===== config.mk =====
export PLATFORM = sky130hd
export DESIGN_NAME = rtc_update_ctrl
export DESIGN_NICKNAME = d
export VERILOG_FILES = /design/src/rtl/rtc_pkg.sv /design/src/rtl/rtc_seq.sv /design/src/rtl/rtc_advance.sv /design/src/rtl/rtc_alarm_cmp.sv /design/src/rtl/rtc_update_ctrl.sv
export SDC_FILE = /design/constraint.sdc
export NUM_CORES = 1
export LEC_CHECK = 0
export BUFFER_PORTS_ARGS = -buffer_cell sky130_fd_sc_hd__buf_4
export CAP_MARGIN = 20
export CORE_UTILIZATION = 50
export CTS_BUF_LIST = sky130_fd_sc_hd__clkbuf_4 sky130_fd_sc_hd__clkbuf_8
export DETAILED_ROUTE_END_ITERATION = 10
export GPL_TIMING_DRIVEN = 0
export PLACE_DENSITY = 0.68
export SLEW_MARGIN = 10
export SYNTH_ARGS = -nofsm -noshare
export SYNTH_HDL_FRONTEND = slang
export SYNTH_HIERARCHICAL = 1
export SYNTH_SLANG_ARGS = --single-unit

===== constraint.sdc =====
create_clock -name clk -period 8.5 [get_ports clk]
set_input_delay 0.85 -clock clk [delete_from_list [all_inputs] [get_ports clk]]
set_output_delay 0.85 -clock clk [all_outputs]
set_load 0.05 [all_outputs]

===== src/rtl/rtc_pkg.sv =====
package rtc_pkg;
   localparam int IDX_W  = 4;
   localparam int BYTE_W = 8;

   localparam logic [IDX_W-1:0] IDX_SEC  = 4'd0;
   localparam logic [IDX_W-1:0] IDX_ASEC = 4'd1;
   localparam logic [IDX_W-1:0] IDX_MIN  = 4'd2;
   localparam logic [IDX_W-1:0] IDX_AMIN = 4'd3;
   localparam logic [IDX_W-1:0] IDX_HR   = 4'd4;
   localparam logic [IDX_W-1:0] IDX_AHR  = 4'd5;
   localparam logic [IDX_W-1:0] IDX_WDAY = 4'd6;
   localparam logic [IDX_W-1:0] IDX_DATE = 4'd7;
   localparam logic [IDX_W-1:0] IDX_MON  = 4'd8;
   localparam logic [IDX_W-1:0] IDX_YEAR = 4'd9;
   localparam logic [IDX_W-1:0] IDX_CTLA = 4'd10;
   localparam logic [IDX_W-1:0] IDX_CTLB = 4'd11;

   localparam int CB_HOLD = 7;
   localparam int CB_BIN  = 2;
   localparam int CB_H24  = 1;
   localparam logic [2:0] TB_RUN = 3'b010;

   typedef logic [BYTE_W-1:0] byte_t;

   typedef struct packed {
      byte_t sec;
      byte_t min;
      byte_t hr;
      byte_t wday;
      byte_t date;
      byte_t mon;
      byte_t year;
   } tod_t;

   typedef enum logic [1:0] {SQ_IDLE, SQ_LEAD, SQ_BUSY} seq_st_t;

   function automatic byte_t dec_val(byte_t v, logic bin);
      return bin ? v : byte_t'(byte_t'(v[7:4]) * 8'd10 + byte_t'(v[3:0]));
   endfunction

   function automatic byte_t enc_val(byte_t v, logic bin);
      return bin ? v : byte_t'(((v / 8'd10) << 4) | (v % 8'd10));
   endfunction

   function automatic byte_t month_len(byte_t mon, byte_t year);
      byte_t n;
      case (mon)
         8'd2:                      n = (year[1:0] == 2'b00) ? 8'd29 : 8'd28;
         8'd4, 8'd6, 8'd9, 8'd11:   n = 8'd30;
         default:                   n = 8'd31;
      endcase
      return n;
   endfunction
endpackage


===== src/rtl/rtc_seq.sv =====
module rtc_seq #(
   parameter int LEAD_CYC = 4,
   parameter int UPD_CYC  = 8
) (
   input  logic clk,
   input  logic rst_n,
   input  logic tick,
   input  logic run_ok,
   output logic busy,
   output logic commit
);
   import rtc_pkg::*;
   localparam int MAXC  = (LEAD_CYC > UPD_CYC) ? LEAD_CYC : UPD_CYC;
   localparam int CNT_W = $clog2(MAXC) + 1;
   localparam logic [CNT_W-1:0] LEAD_LAST = CNT_W'(LEAD_CYC - 1);
   localparam logic [CNT_W-1:0] UPD_LAST  = CNT_W'(UPD_CYC - 1);

   seq_st_t st_q;
   logic [CNT_W-1:0] cnt_q;

   always_ff @(posedge clk or negedge rst_n) begin
      if (!rst_n) begin
         st_q  <= SQ_IDLE;
         cnt_q <= '0;
      end else begin
         case (st_q)
            SQ_IDLE: if (tick && run_ok) begin
               st_q  <= SQ_LEAD;
               cnt_q <= '0;
            end
            SQ_LEAD: if (!run_ok) st_q <= SQ_IDLE;
               else if (cnt_q == LEAD_LAST) begin
                  st_q  <= SQ_BUSY;
                  cnt_q <= '0;
               end else cnt_q <= cnt_q + 1'b1;
            SQ_BUSY: if (!run_ok || cnt_q == UPD_LAST) st_q <= SQ_IDLE;
               else cnt_q <= cnt_q + 1'b1;
            default: st_q <= SQ_IDLE;
         endcase
      end
   end

   assign busy   = (st_q != SQ_IDLE);
   assign commit = (st_q == SQ_BUSY) && run_ok && (cnt_q == UPD_LAST);
endmodule


===== src/rtl/rtc_advance.sv =====
module rtc_advance (
   input  rtc_pkg::tod_t cur,
   input  logic          bin_mode,
   input  logic          h24_mode,
   output rtc_pkg::tod_t nxt
);
   import rtc_pkg::*;
   byte_t s, m, h12, hb, wd, dt, mo, yr, mlen;
   byte_t hb_n, h_mod, h_disp, h_enc;
   logic  s_wrap, m_wrap, h_wrap, d_wrap, mo_wrap;
   logic  c_min, c_hr, c_day, c_mon, c_yr;

   always_comb begin
      s   = dec_val(cur.sec, bin_mode);
      m   = dec_val(cur.min, bin_mode);
      wd  = dec_val(cur.wday, bin_mode);
      dt  = dec_val(cur.date, bin_mode);
      mo  = dec_val(cur.mon, bin_mode);
      yr  = dec_val(cur.year, bin_mode);
      h12 = dec_val({1'b0, cur.hr[6:0]}, bin_mode);
      if (h24_mode) hb = dec_val(cur.hr, bin_mode);
      else hb = ((h12 == 8'd12) ? 8'd0 : h12) + (cur.hr[7] ? 8'd12 : 8'd0);
      mlen = month_len(mo, yr);

      s_wrap  = (s >= 8'd59);
      m_wrap  = (m >= 8'd59);
      h_wrap  = (hb >= 8'd23);
      d_wrap  = (dt >= mlen);
      mo_wrap = (mo >= 8'd12);
      c_min   = s_wrap;
      c_hr    = c_min && m_wrap;
      c_day   = c_hr && h_wrap;
      c_mon   = c_day && d_wrap;
      c_yr    = c_mon && mo_wrap;

      hb_n   = h_wrap ? 8'd0 : hb + 8'd1;
      h_mod  = (hb_n >= 8'd12) ? hb_n - 8'd12 : hb_n;
      h_disp = (h_mod == 8'd0) ? 8'd12 : h_mod;
      h_enc  = enc_val(h_disp, bin_mode);

      nxt = cur;
      nxt.sec = s_wrap ? 8'd0 : enc_val(s + 8'd1, bin_mode);
      if (c_min) nxt.min = m_wrap ? 8'd0 : enc_val(m + 8'd1, bin_mode);
      if (c_hr) begin
         if (h24_mode) nxt.hr = enc_val(hb_n, bin_mode);
         else          nxt.hr = {(hb_n >= 8'd12), h_enc[6:0]};
      end
      if (c_day) begin
         nxt.wday = (wd >= 8'd7) ? 8'd1 : enc_val(wd + 8'd1, bin_mode);
         nxt.date = d_wrap ? 8'd1 : enc_val(dt + 8'd1, bin_mode);
      end
      if (c_mon) nxt.mon  = mo_wrap ? 8'd1 : enc_val(mo + 8'd1, bin_mode);
      if (c_yr)  nxt.year = (yr >= 8'd99) ? 8'd0 : enc_val(yr + 8'd1, bin_mode);
   end
endmodule


===== src/rtl/rtc_alarm_cmp.sv =====
module rtc_alarm_cmp #(
   parameter int N_FIELDS = 3,
   parameter int FIELD_W  = 8
) (
   input  logic [N_FIELDS*FIELD_W-1:0] now_v,
   input  logic [N_FIELDS*FIELD_W-1:0] alm_v,
   output logic                        hit
);
   logic [N_FIELDS-1:0] eq;
   for (genvar i = 0; i < N_FIELDS; i++) begin : g_field
      assign eq[i] = (now_v[i*FIELD_W +: FIELD_W] == alm_v[i*FIELD_W +: FIELD_W]);
   end
   assign hit = &eq;
endmodule


===== src/rtl/rtc_update_ctrl.sv =====
module rtc_update_ctrl #(
   parameter int LEAD_CYC = 4,
   parameter int UPD_CYC  = 8
) (
   input  logic       clk,
   input  logic       rst_n,
   input  logic       sec_tick,
   input  logic [3:0] reg_idx,
   input  logic       reg_wr,
   input  logic [7:0] reg_wdata,
   output logic [7:0] reg_rdata,
   output logic       upd_done,
   output logic       alarm_evt
);
   import rtc_pkg::*;

   if (LEAD_CYC < 1) begin : g_bad_lead
      $error("LEAD_CYC must be at least 1");
   end
   if (UPD_CYC < 1) begin : g_bad_upd
      $error("UPD_CYC must be at least 1");
   end

   tod_t       tod_q, tod_nxt;
   byte_t      alm_s_q, alm_m_q, alm_h_q;
   logic [6:0] ctla_q;
   byte_t      ctlb_q;
   logic       run_ok, uip, commit, alarm_hit;

   assign run_ok = !ctlb_q[CB_HOLD] && (ctla_q[6:4] == TB_RUN);

   rtc_seq #(.LEAD_CYC(LEAD_CYC), .UPD_CYC(UPD_CYC)) u_seq (
      .clk(clk), .rst_n(rst_n), .tick(sec_tick), .run_ok(run_ok),
      .busy(uip), .commit(commit)
   );

   rtc_advance u_adv (
      .cur(tod_q), .bin_mode(ctlb_q[CB_BIN]), .h24_mode(ctlb_q[CB_H24]), .nxt(tod_nxt)
   );

   rtc_alarm_cmp #(.N_FIELDS(3), .FIELD_W(BYTE_W)) u_alm (
      .now_v({tod_nxt.hr, tod_nxt.min, tod_nxt.sec}),
      .alm_v({alm_h_q, alm_m_q, alm_s_q}),
      .hit(alarm_hit)
   );

   always_ff @(posedge clk or negedge rst_n) begin
      if (!rst_n) begin
         tod_q     <= '{sec: 8'd0, min: 8'd0, hr: 8'd0, wday: 8'd1,
                        date: 8'd1, mon: 8'd1, year: 8'd0};
         alm_s_q   <= '0;
         alm_m_q   <= '0;
         alm_h_q   <= '0;
         ctla_q    <= 7'h20;
         ctlb_q    <= 8'h02;
         upd_done  <= 1'b0;
         alarm_evt <= 1'b0;
      end else begin
         upd_done  <= commit;
         alarm_evt <= commit && alarm_hit;
         if (commit) tod_q <= tod_nxt;
         if (reg_wr) begin
            case (reg_idx)
               IDX_SEC:  tod_q.sec  <= reg_wdata;
               IDX_ASEC: alm_s_q    <= reg_wdata;
               IDX_MIN:  tod_q.min  <= reg_wdata;
               IDX_AMIN: alm_m_q    <= reg_wdata;
               IDX_HR:   tod_q.hr   <= reg_wdata;
               IDX_AHR:  alm_h_q    <= reg_wdata;
               IDX_WDAY: tod_q.wday <= reg_wdata;
               IDX_DATE: tod_q.date <= reg_wdata;
               IDX_MON:  tod_q.mon  <= reg_wdata;
               IDX_YEAR: tod_q.year <= reg_wdata;
               IDX_CTLA: ctla_q     <= reg_wdata[6:0];
               IDX_CTLB: ctlb_q     <= reg_wdata;
               default: ;
            endcase
         end
      end
   end

   always_comb begin
      case (reg_idx)
         IDX_SEC:  reg_rdata = tod_q.sec;
         IDX_ASEC: reg_rdata = alm_s_q;
         IDX_MIN:  reg_rdata = tod_q.min;
         IDX_AMIN: reg_rdata = alm_m_q;
         IDX_HR:   reg_rdata = tod_q.hr;
         IDX_AHR:  reg_rdata = alm_h_q;
         IDX_WDAY: reg_rdata = tod_q.wday;
         IDX_DATE: reg_rdata = tod_q.date;
         IDX_MON:  reg_rdata = tod_q.mon;
         IDX_YEAR: reg_rdata = tod_q.year;
         IDX_CTLA: reg_rdata = {uip, ctla_q};
         IDX_CTLB: reg_rdata = ctlb_q;
         default:  reg_rdata = 8'h00;
      endcase
   end
endmodule


### Word level (Yosys, flattened, before mapping)

Cells that the tools add are included.

* div/mod/pow operators: 16
* order comparisons: 8
* mux-type cells: 56
* $add $sub $neg: 18
* multiply operators: 8
* reductions and logical operators: 27
* eq/ne operators: 30
* bitwise gates (word level): 8

Operators by type and width (count)
* $mux 8: 38
* $mux 56: 2
* $pmux 8 s12: 1
* $div 8x4->8 const B: 8
* $mod 8x4->8 const B: 8
* $add 8x1->8 const B: 7
* $add 8x4->8: 7
* $or 8x8->8: 7
* $mul 4x3->7 const B: 7
* $eq 8x4->1 const B: 3
* $eq 8x8->1: 3
* $eq 4x3->1 const B: 5
* $mux 4: 5
* $eq 4x4->1 const B: 4
* $eq 8x3->1 const B: 2
* $ge 8x4->1 const B: 2
* $ge 8x6->1 const B: 2
* $mux 16: 1
* $pmux 8 s2: 1
* $eq 4x2->1 const B: 3
* $pmux 4 s3: 1
* $reduce_and 2->1: 5
* $logic_and 1x1->1: 9
* $add 7x4->8: 1
* 31 further kinds: 39

* input port bits: 16
* register bits: 103

### Longest topological paths before layout

Gate-level depths: netlist of the first run.

* depth after elaboration: 21
* mapped depth: 45
* depth with buffers taken out: 41

### Cells and area by module

The synthesis of the first run kept the hierarchy.

By module, submodules not included
* rtc_advance: area an instance 11034.3 um2, cells each 1582, instances 1, sequential area each 0.0 um2
* rtc_update_ctrl: area an instance 5163.7 um2, cells each 478, instances 1, sequential area each 2433.6 um2
* rtc_seq: area an instance 465.4 um2, cells each 50, instances 1, sequential area each 150.1 um2
* rtc_alarm_cmp: area an instance 264.0 um2, cells each 32, instances 1, sequential area each 0.0 um2

### Worst setup path before layout of the first run

OpenSTA, ideal clock, no wires.

* path type: register to register
* start: register tod_q[36] in the netlist's numbering
* end: register alarm_evt
* cell stages (with the launch flop): 40
* required time: 8.434 ns
* setup slack: 0.195 ns
* data arrival time: 8.239 ns
* path buffers: 2
* period minus slack after synthesis: 8.305 ns
* cells stage by stage: dfrtp_1 -> ha_1 -> ha_1 -> buf_2 -> a21oi_2 -> a21boi_0 -> or2_2 -> a31oi_1 -> nor4b_1 -> or2_2 -> fa_1 -> xor2_1 -> o21ai_0 -> mux2_2 -> o22a_1 -> or3_1 -> nor2_2 -> nand2_1 -> [4 not listed] -> ha_1 -> nand2b_1 -> nand2_1 -> a31oi_1 -> inv_1 -> ha_1 -> inv_1 -> o311a_4 -> xnor2_1 -> a21o_1 -> a211o_1 -> a211oi_1 -> o31ai_1 -> xor2_1 -> nor4_1 -> nand4_1 -> nor3_2 -> and2_1

RTL lines
* start: declaration: line rtc_update_ctrl.sv:24 `tod_t tod_q, tod_nxt;`
* start signal: assignment: line rtc_update_ctrl.sv:49 `tod_q <= '{sec: 8'd0, min: 8'd0, hr: 8'd0, wday: 8'd1,`
* start signal: assignment: line rtc_update_ctrl.sv:61 `if (commit) tod_q <= tod_nxt;`
* end signal: assignment: line rtc_update_ctrl.sv:60 `alarm_evt <= commit && alarm_hit;`
* end: declaration: line rtc_update_ctrl.sv:13 `output logic alarm_evt`

==> summary.md, run 1 <==
The run finished with clean final reports. The worst hold path belongs to the class reg -> reg. The count of vias placed by the detailed router is 18,090. The die span in x is 186.0 µm, and the final setup violation count is 0.

The mapped netlist covers 16,930 µm². The category of the most critical setup path is reg -> reg. The logs give 60,320 µm for the wire length after detailed routing and 2,664 for the filler-free cell count of the finished design.

The tools report the CTS root buffer as clkbuf_8. Input and output buffers added on the ports amount to 23. The most frequently used cell type in the post-synthesis netlist was nor2_1.

The run gives 44,910 µm as the half-perimeter wire length after placement. By area the synthesized netlist is led by dfrtp_1, ha_1, mux2i_1. The average cell area after synthesis is 7.903 µm². The number of antenna violations at the first check in global routing is 1, and the maximum number of pins on one net before global-route repair is 104. Cell repeated most along the worst path: ha_4. The logs give 90,840 µm for the wire length of the first global-routing pass and 0 ns for the total negative setup slack.

The transition at the pin with the smallest max-transition slack was 1.110 ns. The floorplan has 67 rows. In the final design database the tool counted 2,349 nets. The count of maximum capacitance violations came out at 0. Global routing finished with a remaining overflow of 0. The placer's final routability congestion estimate is 1.035, and the cell count after synthesis is 2,142.

The tools report the post-route cell area as 18,590 µm². The worst-path maximum fanout was 7; the worst slack at placement was -2.149 ns. Counting flops with an async set or reset pin after synthesis yields a share of 100.0%. The number of global-route vias before repair was 16,070.

The buffer depth of the longest clock path was 2. Counting flops with a built-in enable in the synthesized netlist gives 0. The violation count after the first detailed-routing iteration was 1,867. The type of origin of the critical path is a register. Most instantiated flip-flop cell in the synthesis netlist: dfrtp_1. The critical path data arrival time is 8.65 ns, and the maximum cell stage delay along the critical path is 0.46 ns. The minimum setup slack in the final design is 0.1912 ns. The instance count after placement with tap cells included is 2,614, and the number of routed nets with antenna violations is 0.

Number of distinct library cells after synthesis: 143. For this design, the slowest cell found on the critical path is dfrtp_2. The logs give 34,590 µm² for the die outline area and 50.61% for the initial cell density of the core.

After layout, the worst path uses 97.75% of the clock period. The run gives 9 as the clock buffer count from CTS. The tools report the insertion delay to the later sink of the worst-skew pair as 0.40 ns.

The biggest area contributor in the post-synthesis netlist is dfrtp_1. The aggregate global-route resource usage came out at 33.83%. The category of the worst setup path capture point is a register. The CTS clock-pin slew for the worst setup and hold paths came out at 0.11 ns. The part of the Yosys area used for sequential elements is 15.26%.

The number of sinks driven by the clock tree came out at 103. After synthesis the netlist holds a flip-flop and latch count of 103. Measured along the y axis, the die boundary spans 186.0 µm. TritonCTS built the clock tree.

The logs give 2,281 for the synthesized net count and 26.01% for the worst slew margin relative to its limit. The share of cells above drive strength 1 was 17.07%. The portion of synthesized cell area occupied by the leading cell type came out at 14.49%. For the final database, setup skew stands at 0.01068 ns.

From synthesis to final layout, the design area changed by 9.831%. The run gives 120.4 MHz as the highest achievable clock rate. Counting instances in the post-synthesis netlist gives the leading cell types as nor2_1, a21oi_1, nand2_1, ha_1, dfrtp_1. The data required time at the worst endpoint is 8.84 ns, and the routed length per instance is 22.64 µm.

The total count of hold-check failures in the final report was 0; the cell area reported after detailed placement was 17,680 µm². The final-report max-slew violation count was 0; the detail-routed via count per cell was 6.789. For this run, design rule violations remaining after detail routing come to 0. The logs give 33,450 µm² for the core outline area and 6 for the Yosys warning count. The clock tree synthesis step divided the H-tree into 3 levels. The shortest period the worst path allows is 8.309 ns, and the I/O pin count is 26. The logs give 6 for the first-pass iteration count of the detailed router and 0 for the hold buffer count at CTS.
kinds of logic (layout without fill, tap and decap cells):
logic type               count (synthesis)  in the layout  share of synthesized area (%)
XOR/XNOR                                90             90                          4.745
flip-flops                             103            103                          15.26
adder cells (fa/ha/maj)                128            128                          10.08
other                                    1              2                        0.02215
buffers and inverters                  172            245                          5.056
AO/OA/AOI/OAI                          719            719                          30.82
multiplexers                           164            164                          10.53
AND/OR/NAND/NOR                        765            765                          23.48
layout by cell type, fill, tap and decap left out, drive strengths merged, types with 15 or more instances in the layout:
cell and instances:
dfrtp 98, o211a 15, ha 108, a32oi 17, nand3 73, a211oi 37
and2 25, o31ai 21, nand2 176, fa 15, nor4 25, a22oi 15
nand4 23, nand2b 32, nor2b 23, and3 20, xor2 36, mux2i 97
clkbuf 56, a221oi 17, o211ai 23, inv 62, a21oi 179, a21o 35
nor2 194, nor3 69, o21a 21, or3 19, mux2 64, a31oi 36
buf 122, o21ai 134, xnor2 54, nor3b 25, o22ai 15
path summary, 6_finish.rpt:
| kind | depth (start not counted) | slack, ns | start | end |
|---|---|---|---|---|
| worst max-delay path | 42 | 0.19 | tod_q[36] | alarm_evt |
| worst min-delay path | 1 | 0.54 | ctlb_q[6] | ctlb_q[6] |
| worst max register to register | 42 | 0.19 | tod_q[36] | alarm_evt |
| worst min register to register | 1 | 0.54 | ctlb_q[6] | ctlb_q[6] |
| max in group asynchronous | 1 | 7.24 | rst_n | tod_q[36] |
| min in group asynchronous | 1 | 0.58 | rst_n | tod_q[22] |
per-layer routing:
layer  global-route usage, %  vias to the layer above  wire (µm)
met5                       0                        -          0
met4                   14.26                        0       2827
met3                   4.422                      159       4659
met2                   54.54                      819      27240
met1                   45.25                     8817      25600
li1                        -                     8292          -
flip-flops by register name, summed over array words and instances (netlist names), 2 cells and up:
signal,flops
tod_q,56
alm_h_q,8
alm_m_q,8
alm_s_q,8
ctlb_q,8
ctla_q,7
u_seq/cnt_q,4
u_seq/st_q,2
per-stage QoR:
stage	util, %	hold WS, ns
after CTS	54.59	0.5309
after global placement	52.80	0.4943
after detailed placement	52.85	0.4985
after floorplan	-	0.4754
after global routing	55.58	0.5457
final	55.58	0.5366
worst max-delay path, delay by kind of cell, from the launching register on:
kind / cells / cell delay (ns)
AND/OR/NAND/NOR: 13 / 2.24
buffers and inverters: 7 / 0.77
AO/OA/AOI/OAI: 10 / 2.18
XOR/XNOR: 2 / 0.20
flip-flops: 1 / 0.46
adder cells (fa/ha/maj): 7 / 1.54
multiplexers: 3 / 0.83
area by class of cell:
type | count | area (µm²)
fill | 3178 | 14860
buffer | 109 | 691.9
clock buffer | 11 | 138.9
inverter | 62 | 235.2
antenna | 1 | 2.502
multi-input combinational | 1867 | 13880
tap | 448 | 560.5
clock inverter | 5 | 43.79
timing repair buffer | 58 | 452.9
sequential | 103 | 2587
timing repair:
item                                    4_1_cts  5_1_grt
endpoints found under the hold margin         0        0
setup buffers                                18       14
gates resized for setup                      66       47
pin swaps                                    14       27
endpoints found under the setup margin       17        2
Power of run 1 is left out: the tool's default activity adds up to more than one toggle a clock period on the data nets, which glitch-free logic cannot reach.
==> inputs of run 2 (changes only) <==
--- a/config.mk
+++ b/config.mk
@@ -7,11 +7,11 @@
 export LEC_CHECK = 0
 export BUFFER_PORTS_ARGS = -buffer_cell sky130_fd_sc_hd__buf_4
 export CAP_MARGIN = 20
-export CORE_UTILIZATION = 50
+export CORE_UTILIZATION = 53
 export CTS_BUF_LIST = sky130_fd_sc_hd__clkbuf_4 sky130_fd_sc_hd__clkbuf_8
 export DETAILED_ROUTE_END_ITERATION = 10
 export GPL_TIMING_DRIVEN = 0
-export PLACE_DENSITY = 0.68
+export PLACE_DENSITY = 0.72
 export SLEW_MARGIN = 10
 export SYNTH_ARGS = -nofsm -noshare
 export SYNTH_HDL_FRONTEND = slang
==> summary.md, run 2 (synthesized netlist as in run 1, its figures left out) <==
The tools report the number of routed nets with antenna violations as 0 (unchanged). The category of the most critical setup path is reg -> reg (unchanged). The wire length of the first global-routing pass was 93,450 µm (was 90,840 µm). The run gives 8.57 ns (was 8.65 ns) as the critical path data arrival time. For the number of global-route vias before repair, the log shows 16,740 (was 16,070).

The worst hold path cell count was 1 (unchanged). The number of flip-flops under the largest register name is 56 (unchanged). The category of the worst setup path capture point was a register (unchanged). The remaining routing DRC violations was 0 (unchanged); the die outline area was 32,660 µm² (was 34,590 µm²). The logs give 0 (unchanged) for the final setup violation count and 0.5270 ns (was 0.5366 ns) for the worst hold slack across all endpoints.

The CTS root buffer was clkbuf_8 (unchanged). Worst slew margin relative to its limit: 25.47% (was 26.01%). The tools report the reg-to-reg endpoint as alarm_evt (unchanged). The routed length per instance is 22.86 µm (was 22.64 µm), and the data required time at the worst endpoint is 8.85 ns (was 8.84 ns). Row count: 65 (was 67). The total congestion overflow is 0 (unchanged), and the insertion delay to the later sink of the worst-skew pair is 0.41 ns (was 0.40 ns). The tools report the startpoint of the lowest-slack register-to-register path as ctlb_q[2] (was tod_q[36]).

The number of levels the H-tree was split into was 3 (unchanged); the buffer depth of the longest clock path was 2 (unchanged). The worst hold path endpoint was ctla_q[2] (was ctlb_q[6]). The violation count after the first detailed-routing iteration was 1,860 (was 1,867); the first-pass iteration count of the detailed router was 8 (was 6). For the register-to-register path setup slack, the log shows 0.27 ns (was 0.19 ns). Worst hold-check path type: reg -> reg (unchanged). Commonest non-fill, non-tap cell in the layout: nor2_1 (unchanged). The initial cell density of the core was 53.78% (was 50.61%); the detail-routed via count per cell was 6.878 (was 6.789).

The maximum cell stage delay along the critical path was 0.46 ns (about the same). The core outline area was 31,470 µm² (was 33,450 µm²). The run finished with clean final reports. Most used cells in the layout excluding fill and tap cells: nor2_1, a21oi_1, nand2_1 (unchanged).

TritonCTS built the clock tree. The origin of the worst setup path is ctlb_q[2] (was tod_q[36]). The total count of hold-check failures in the final report is 0 (unchanged), and the I/O pin count is 26 (unchanged). Worst-path maximum fanout: 10 (was 7). The number of nets in the layout was 2,339 (was 2,349); the die outline height was 180.7 µm (was 186.0 µm). The run gives 0 (unchanged) as the final-report max-slew violation count.

The die span in x was 180.7 µm (was 186.0 µm); the transition at the pin with the smallest max-transition slack was 1.118 ns (was 1.110 ns). The number of sinks driven by the clock tree came out at 103 (unchanged). The layout overhead on the synthesized area came out at 8.958% (was 9.831%).

Critical path's slowest cell: o41a_1 (was dfrtp_2). The final worst-path cycle share was 96.77% (was 97.75%). The hold buffer count at CTS is 0 (unchanged), and the share of cells above drive strength 1 is 16.60% (was 17.07%). For the worst clock skew, the log shows 0.02017 ns (was 0.01068 ns). The number of I/O port buffers was 23 (unchanged). The run gives 121.6 MHz (was 120.4 MHz) as the highest achievable clock rate. The start point of the worst hold path is ctla_q[2] (was ctlb_q[6]). The register ranked first by flip-flop count was tod_q (unchanged). The shortest period the worst path allows came out at 8.225 ns (was 8.309 ns). The wire length after detailed routing was 59,610 µm (was 60,320 µm); the count of vias placed by the detailed router was 17,940 (was 18,090). The placer's final routability congestion estimate was 1.037 (was 1.035). For the routed metal-1 wire length, the log shows 25,200 µm (was 25,600 µm).

Detailed route wirelength on metal2: 26,840 µm (was 27,240 µm). The tools report the met3 routed wirelength as 5001 µm (was 4659 µm). The CTS clock-pin slew for the worst setup and hold paths is 0.11 ns (about the same). Type of origin of the critical path: a register (unchanged). The clock buffer count from CTS came out at 9 (unchanged). The logs give 104 (unchanged) for the maximum number of pins on one net before global-route repair and 1 (unchanged) for the number of antenna violations at the first check in global routing.

The depth of the worst register-to-register path was 39 (was 42). The top layer reached by signal wires is met4 (unchanged). The run gives 35.91% (was 33.83%) as the aggregate global-route resource usage. The half-perimeter wire length after placement came out at 44,430 µm (was 44,910 µm). For the count of maximum capacitance violations, the log shows 0 (unchanged).
-- run 2: timing repair --
item                                    CTS  global route
setup buffers                            15             8
pin swaps                                14            27
gates cloned                              0             0
hold endpoints to repair                  0             0
gates resized for setup                  68            43
endpoints found under the setup margin   26             2
-- run 2: how the worst max path moves through the flow --
| stage | to | slack [ns] | cells past startpoint |
|---|---|---|---|
| 6_report | alarm_evt | 0.27 | 39 |
| 2_1_floorplan | alarm_evt | 0.20 | 39 |
| 3_3_place_gp | alarm_evt | -1.73 | 41 |
| 4_1_cts | alarm_evt | 0.004 | 38 |
| 3_5_place_dp | alarm_evt | -1.83 | 43 |
| 5_1_grt | alarm_evt | -0.02 | 39 |
-- run 2: cell type report --
class	instances	area (µm²)
Buffer	109	705.7
Multi-Input combinational cell	1867	13840
Sequential cell	103	2589
Timing Repair Buffer	48	361.6
Antenna cell	1	2.502
Tap cell	402	503.0
Inverter	62	235.2
Fill cell	2861	13030
Clock buffer	10	137.6
Clock inverter	6	72.57
-- run 2: layer usage --
layer / GRT usage [%] / vias up
met5: 0 / -
met4: 14.94 / 0
met3: 6.168 / 150
met2: 57.36 / 853
met1: 47.79 / 8660
li1: - / 8274
-- run 2: metrics by stage --
stage | worst slack (ns) | cell area, µm² | setup TNS [ns] | utilization [%] | instances
finish | 0.2746 | 18440 | 0 | 58.60 | 2608
floorplan | 0.1952 | 16930 | 0 | - | 2142
global route | -0.01585 | 18440 | -0.01585 | 58.59 | 2607
CTS | 0.003758 | 18220 | 0 | 57.88 | 2599
global placement | -1.734 | 17600 | -9.787 | 55.93 | 2567
detailed placement | -1.826 | 17620 | -12.49 | 55.98 | 2568
-- run 2: worst max-delay path, delay by kind of cell, from the launching register on --
| kind | cells | cell delay (ns) |
|---|---|---|
| buffers and inverters | 10 | 1.65 |
| multiplexers | 2 | 0.54 |
| AND/OR/NAND/NOR | 12 | 1.89 |
| flip-flops | 1 | 0.41 |
| AO/OA/AOI/OAI | 9 | 2.35 |
| XOR/XNOR | 2 | 0.39 |
| adder cells (fa/ha/maj) | 4 | 0.90 |
Power of run 2 is left out for the same reason.
